**config.mk**
```make
export PLATFORM = sky130hd
export DESIGN_NAME = band_level_cmp
export DESIGN_NICKNAME = d
export VERILOG_FILES = /design/src/rtl/band_level_cmp.sv
export SDC_FILE = /design/constraint.sdc
export NUM_CORES = 1
export LEC_CHECK = 0
export ABC_AREA = 0
export CAP_MARGIN = 20
export CORE_AREA = 2 2 65 67
export CTS_BUF_LIST = sky130_fd_sc_hd__clkbuf_4
export CTS_CLUSTER_DIAMETER = 40
export CTS_CLUSTER_SIZE = 8
export DETAILED_ROUTE_END_ITERATION = 10
export DIE_AREA = 0 0 67 69
export DONT_BUFFER_PORTS = 1
export PLACE_DENSITY_LB_ADDON = 0.2
export REMOVE_ABC_BUFFERS = 1
export SLEW_MARGIN = 10
export SYNTH_ARGS = -nofsm -noshare
export SYNTH_HDL_FRONTEND = slang
export SYNTH_SLANG_ARGS = --single-unit
```
**constraint.sdc**
```tcl
create_clock -name clk -period 1.6 [get_ports clk]
set_input_delay 0.08 -clock clk [delete_from_list [all_inputs] [get_ports clk]]
set_output_delay 0.08 -clock clk [all_outputs]
set_load 0.01 [all_outputs]
```
**src/rtl/band_level_cmp.sv**
```systemverilog
module band_level_cmp #(
  parameter int EW = 12,
  parameter int BW = 12
) (
  input  logic                 clk,
  input  logic                 rst_n,
  input  logic                 err_vld,
  input  logic signed [EW-1:0] err,
  input  logic        [BW-1:0] band,
  input  logic                 cond_en,
  output logic        [2:0]    lvl,
  output logic                 lvl_upd
);
  localparam int W = ((EW > BW) ? EW : BW) + 2;

  logic signed [W-1:0] e_x, d1, d2, dn;
  logic [2:0] nxt;

  assign e_x = W'(err);
  assign d1  = signed'({{(W-BW){1'b0}}, band});
  assign d2  = d1 <<< 1;
  assign dn  = -d1;

  wire r_top = (e_x >= d2);
  wire r_hi  = (e_x >= d1) && !r_top;
  wire r_mid = (e_x >= 0)  && (e_x < d1);
  wire r_lo  = (e_x >= dn) && (e_x < 0);

  always_comb begin
    if (r_top)      nxt = 3'd4;
    else if (r_hi)  nxt = (lvl >= 3'd3) ? lvl : 3'd3;
    else if (r_mid) nxt = (lvl == 3'd4) ? 3'd3 : (lvl == 3'd1) ? 3'd2 : lvl;
    else if (r_lo)  nxt = (lvl <= 3'd2) ? lvl : 3'd2;
    else            nxt = 3'd1;
  end

  always_ff @(posedge clk or negedge rst_n) begin
    if (!rst_n) begin
      lvl     <= 3'd2;
      lvl_upd <= 1'b0;
    end else begin
      lvl_upd <= err_vld;
      if (!cond_en)     lvl <= 3'd1;
      else if (err_vld) lvl <= nxt;
    end
  end

  assert_full_pos_R1: assert property (@(posedge clk) disable iff (!rst_n)
    (err_vld && cond_en && r_top) |=> (lvl == 3'd4));
  assert_full_neg_R2: assert property (@(posedge clk) disable iff (!rst_n)
    (err_vld && cond_en && !r_top && !r_hi && !r_mid && !r_lo) |=> (lvl == 3'd1));
  assert_hi_keep_R3: assert property (@(posedge clk) disable iff (!rst_n)
    (err_vld && cond_en && r_hi && lvl >= 3'd3) |=> $stable(lvl));
  assert_mid_range_R4: assert property (@(posedge clk) disable iff (!rst_n)
    (err_vld && cond_en && r_mid) |=> (lvl == 3'd2 || lvl == 3'd3));
  assert_lo_range_R5: assert property (@(posedge clk) disable iff (!rst_n)
    (err_vld && cond_en && r_lo) |=> (lvl == 3'd1 || lvl == 3'd2));
  assert_hold_R7: assert property (@(posedge clk) disable iff (!rst_n)
    (cond_en && !err_vld) |=> $stable(lvl));
  assert_upd_R7: assert property (@(posedge clk) disable iff (!rst_n)
    err_vld |=> lvl_upd);
  assert_force_R8: assert property (@(posedge clk) disable iff (!rst_n)
    !cond_en |=> (lvl == 3'd1));
  assert_thr_order_R9: assert property (@(posedge clk) disable iff (!rst_n)
    (dn <= 0) && (d1 <= d2));

  always_comb
    if (rst_n) assert_code_range_R10: assert (lvl >= 3'd1 && lvl <= 3'd4);
endmodule

```
## Yosys cells after proc, flatten, opt, wreduce, memory -nomap -nowiden

Index checks and enable logic that the tools add are counted.

| operators by class | value |
|---|---|
| $add $sub $neg | 1 |
| eq/ne operators | 6 |
| multiplexer cells | 10 |
| reductions and logical operators | 5 |
| magnitude comparators | 8 |

Operators with widths:

| kind | count |
|---|---|
| $mux 3 | 10 |
| $ge 12x14->1 | 2 |
| $neg 12->14 | 1 |
| $ge 12x13->1 | 1 |
| $lt 12x13->1 | 1 |
| $ge 12x1->1 const B | 1 |
| $lt 12x1->1 const B | 1 |
| $ne 6x4->1 const B | 1 |
| $ne 6x6->1 const B | 1 |
| $ne 4x4->1 const B | 1 |
| $reduce_and 4->1 | 1 |
| $eq 3x1->1 const B | 1 |
| $eq 3x3->1 const B | 1 |
| $ge 3x2->1 const B | 1 |
| $le 3x2->1 const B | 1 |
| $logic_and 1x1->1 | 3 |
| $ne 2x2->1 const B | 1 |
| $logic_not 1->1 | 1 |

| storage, ports and cells | value |
|---|---|
| input port bits | 28 |
| output and inout bits | 4 |
| register bits | 4 |
| word-level logic and storage cells | 32 |

## Logic depth before layout (Yosys ltp)

| depth | value |
|---|---|
| depth after elaboration | 9 |
| mapped depth | 14 |
| gate-level depth less buffers | 14 |

## Worst setup path before layout

No wires, ideal clock.

| path | value |
|---|---|
| path kind | input port to flip-flop |
| start point | input port band[2] |
| end point | register lvl[0] |
| data required time | 1.513 ns |
| slack | -0.821 ns |
| buffers on the path | 0 |
| arrival time | 2.335 ns |
| cell stages on the path | 14 |
| setup time | 0.087 ns |
| cells stage by stage | nor4_1 -> nand2_1 -> nor2_1 -> nand2_1 -> o41ai_1 -> o21ai_0 -> ha_1 -> nand4_1 -> nor2_1 -> a221oi_1 -> nand3_1 -> a211oi_1 -> nand3_1 -> o211ai_1 |

| between the ends | value |
|---|---|
| longest elaborated chain between the ends | 9 |
| elaborated cells between the ends (all ways) | 19 |
| classes of those cells | add/sub (1); order compare (4); eq/ne (3); mux (6); reduce/logical (5) |

RTL lines:

| what | line | source |
|---|---|---|
| start: declaration | 9 | `input logic [BW-1:0] band,` |
| $neg 12->14 | 22 | `assign dn = -d1;` |
| $ge 12x14->1 | 27 | `wire r_lo = (e_x >= dn) && (e_x < 0);` |
| $logic_and 1x1->1 | 27 |  |
| $mux 3 | 33 | `else if (r_lo) nxt = (lvl <= 3'd2) ? lvl : 3'd2;` |
| $mux 3 | 32 | `else if (r_mid) nxt = (lvl == 3'd4) ? 3'd3 : (lvl == 3'd1) ? 3'd2 : lvl;` |
| $mux 3 | 31 | `else if (r_hi) nxt = (lvl >= 3'd3) ? lvl : 3'd3;` |
| $mux 3 | 30 | `if (r_top) nxt = 3'd4;` |
| $mux 3 | 44 | `else if (err_vld) lvl <= nxt;` |
| $mux 3 | 43 | `if (!cond_en) lvl <= 3'd1;` |
| end signal: assignment | 44 |  |
| end: declaration | 11 | `output logic [2:0] lvl,` |

Parallel ways exist; a longest one is shown, timed or not. The select of a mux whose other input is x is not followed.
A chain may end at the register's enable or synchronous reset.

## Final worst setup path

| path | value |
|---|---|
| start point | input port band[4] |
| end point | register lvl[1] |

The elaborated chain is that of the path after synthesis.

==> impl_metrics.csv <==
group,metric,value,unit
outcome,status,"complete, but fails checks",
outcome,violations,"negative setup slack",
hold_path,min_from,"err_vld",
clock_tree,cts_root_buf,"clkbuf_4",
sta,drv_slew,0,
global_routing,grt_start_max_net_pins,18,
synthesis,ys_warn_count,0,
finish,nets,268,
hold_path,hold_depth,2,
worst_setup_path,worstPathRequired,1.76,ns
detailed_routing,vias,1340,
clock_tree,clkSlewWorstSetupHoldPaths,0.04,ns
hold_path,min_to,"lvl[0]$_DFFE_PN0P_",
synthesis,avgSynthCellArea,7.85,um2
worst_setup_path,endpoint_kind,"flop",
detailed_routing,wl,3.49,mm
sta,tightest_slew,0.493,ns
place,pre_cts_ws,-1.14,ns
die,start_util,34.1,%
place,gp_congestion,0.865,
finish,fillers,411,
synthesis,netlist_area,1330,um2
pwr,irDropWorstVdd,0.140,mV
clock_tree,cts_buffers,3,
worst_setup_path,cp-start-kind,"input pin",
die,row_count,23,
worst_setup_path,cp.arrival,2.37,ns
global_routing,grt.total_usage,16.1,%
sta,slew_headroom,66.8,%
die,die_w,67,um
die,core,3910,um2
die,die_area,4620,um2
synthesis,synth-seq-cells,4,
pwr,p_per_area,364,nW/um2
sta,rsz0062_at_grt,"yes",
worst_setup_path,rrSetupSlack,0.04,ns
sta,fin_ws,-0.613,ns
clock_tree,clock-sinks,4,
place,portBuffers,0,
sta,hold_viol_final,0,
sta,fin_crit_sh,138,%
flow_run,max-cap-violations,0,
synthesis,yosysSeqAreaShare,7.60,%
detailed_routing,drc,0,
die,io_pins,32,
worst_setup_path,critPathMaxFanout,4,
global_routing,grt_overflow_total,0,
clock_tree,clockBufferDepth,2,
place,hpwlAfterDp,2.92,mm
global_routing,antenna_found_initial,0,
sta,fmax,452,MHz
finish,final_common_cell,"ha_1",
place,placed_area,1570,um2
hold_path,min_path_type,"input pin to flop",
detailed_routing,firstDrtPassIters,6,
die,die_height,69,um
finish,fin_area,1700,um2
sta,finClkSkew,0.000315,ns
finish,layout-drive-gt1-share,24.9,%
clock_tree,h-tree-depth,1,
worst_setup_path,reg2reg_to,"lvl[0]$_DFFE_PN0P_",
detailed_routing,drt-vias-per-instance,5.34,
detailed_routing,ant_nets,0,
pwr,power.leakage,0.000830,uW
synthesis,ys_types,41,
sta,period_minus_slack,2.21,ns
worst_setup_path,crit_type,"input pin to flop",
worst_setup_path,r2r-start,"lvl[1]$_DFFE_PN1P_",
detailed_routing,post_drt_wl_per_cell,13.9,um
sta,setup_viol,3,
finish,area_delta_synth_final,27.6,%
pwr,power,619,uW
clock_tree,clock_latency,0.24,ns
global_routing,grt_pass1_wl,6.11,mm
synthesis,synthCells,170,
worst_setup_path,r2r_cells,7,
detailed_routing,drtIter0Drc,47,
finish,layout_common_cells,"ha_1, buf_4, inv_1",
finish,num_antenna_cells,0,
global_routing,grt_pass1_vias,1450,
clock_tree,cts_tree,"built",
==> per-stage QoR <==
step / hold WS, ns / setup TNS [ns] / cells / util, %
global placement: -0.216 / -3.08 / 244 / 40.1
finish: 0.0259 / -1.80 / 251 / 43.5
detailed placement: -0.215 / -3.30 / 244 / 40.1
CTS: 0.0254 / -1.85 / 251 / 42.5
global route: 0.0392 / -2.47 / 251 / 43.5
floorplan: -0.216 / -2.36 / 169 / -
==> layout make-up <==
class | count | area [um2] | area share (%)
timing repair buffer | 28 | 218 | 12.8
tap | 50 | 62.6 | 3.68
clock buffer | 4 | 30.0 | 1.76
multi-input combinational | 145 | 1210 | 71.4
sequential | 4 | 101 | 5.96
inverter | 20 | 75.1 | 4.41
==> power by group <==
group / total (uW) / internal (uW) / switching [uW]
sequential: 121 / 111 / 9.75
combinational: 341 / 171 / 170
clock: 157 / 111 / 46.5
==> flip-flops by register name, summed over array words and instances (netlist names) <==
register	flops
lvl	3
lvl_upd	1
==> cells by family after synthesis <==
| group | synth area share, % |
|---|---|
| AO/OA/AOI/OAI | 22.6 |
| XOR/XNOR | 5.91 |
| adder cells (fa/ha/maj) | 35.6 |
| buffers and inverters | 6.66 |
| flip-flops | 7.60 |
| AND/OR/NAND/NOR | 21.6 |
==> how the worst max path moves through the flow <==
stage                       start                 end  slack (ns)  cells past startpoint
final                     band[4]  lvl[1]$_DFFE_PN1P_       -0.61                     14
after global routing      band[4]  lvl[1]$_DFFE_PN1P_       -0.84                     14
after CTS                 band[2]  lvl[0]$_DFFE_PN0P_       -0.64                     14
after detailed placement  band[2]  lvl[0]$_DFFE_PN0P_       -1.14                     14
after global placement    band[2]  lvl[0]$_DFFE_PN0P_       -1.05                     14
after floorplan           band[2]  lvl[0]$_DFFE_PN0P_       -0.82                     14
==> Yosys cell counts, drive strengths merged <==
library cell	number	area share, %
ha	38	36
inv	20	5.6
nand2	14	3.9
nor2	12	3.4
nand3	9	3.8
a21oi	8	3.0
nand4	8	3.8
o21ai	8	3.0
xnor2	7	4.6
a21o	4	2.3
a211oi	3	1.7
a221oi	3	2.4
a31oi	3	1.4
and3	3	1.5
dfrtp	3	5.6
nor3	2	0.75
nor3b	2	1.1
nor4	2	0.94
xor2	2	1.3
a2111o	1	0.84
a211o	1	0.66
a21boi	1	0.56
a31o	1	0.66
a41oi	1	0.66
and2	1	0.47
and3b	1	0.75
clkbuf	1	1.0
dfstp	1	2.0
nor4b	1	0.66
o2111ai	1	0.66
o211ai	1	0.56
o21a	1	0.56
o21bai	1	0.56
o221ai	1	0.66
o311ai	1	1.2
o31ai	1	0.56
o41ai	1	0.66
or3	1	0.56
==> metal layers <==
layer	global-route usage, %	wire, um	up-vias	part of all wire [%]
met5	0	0	-	0
met2	27.8	1710	31	49
met1	19.0	1490	601	43
li1	-	-	704	-
met3	5.38	247	4	7.1
met4	3.40	42	0	1.2
==> repair_timing <==
action,in CTS,in global routing
buffers inserted,0,0
hold buffers,3,0
endpoints found under the hold margin,8,0
pin swaps,4,9
gates resized for setup,7,11
setup endpoints to repair,3,3
==> critical path, cell delays in order <==
cell and delay [ns]:
nor4_4 0.26, nand2_1 0.12, nor2_2 0.15, nand2_2 0.09
o41ai_2 0.19, o21ai_1 0.11, ha_1 0.32, nand3_1 0.11
a41oi_2 0.13, a221oi_2 0.26, nand3_2 0.14, nor2_2 0.14
o21ai_1 0.08, and3_1 0.20
(Power assumes the default switching activity.)
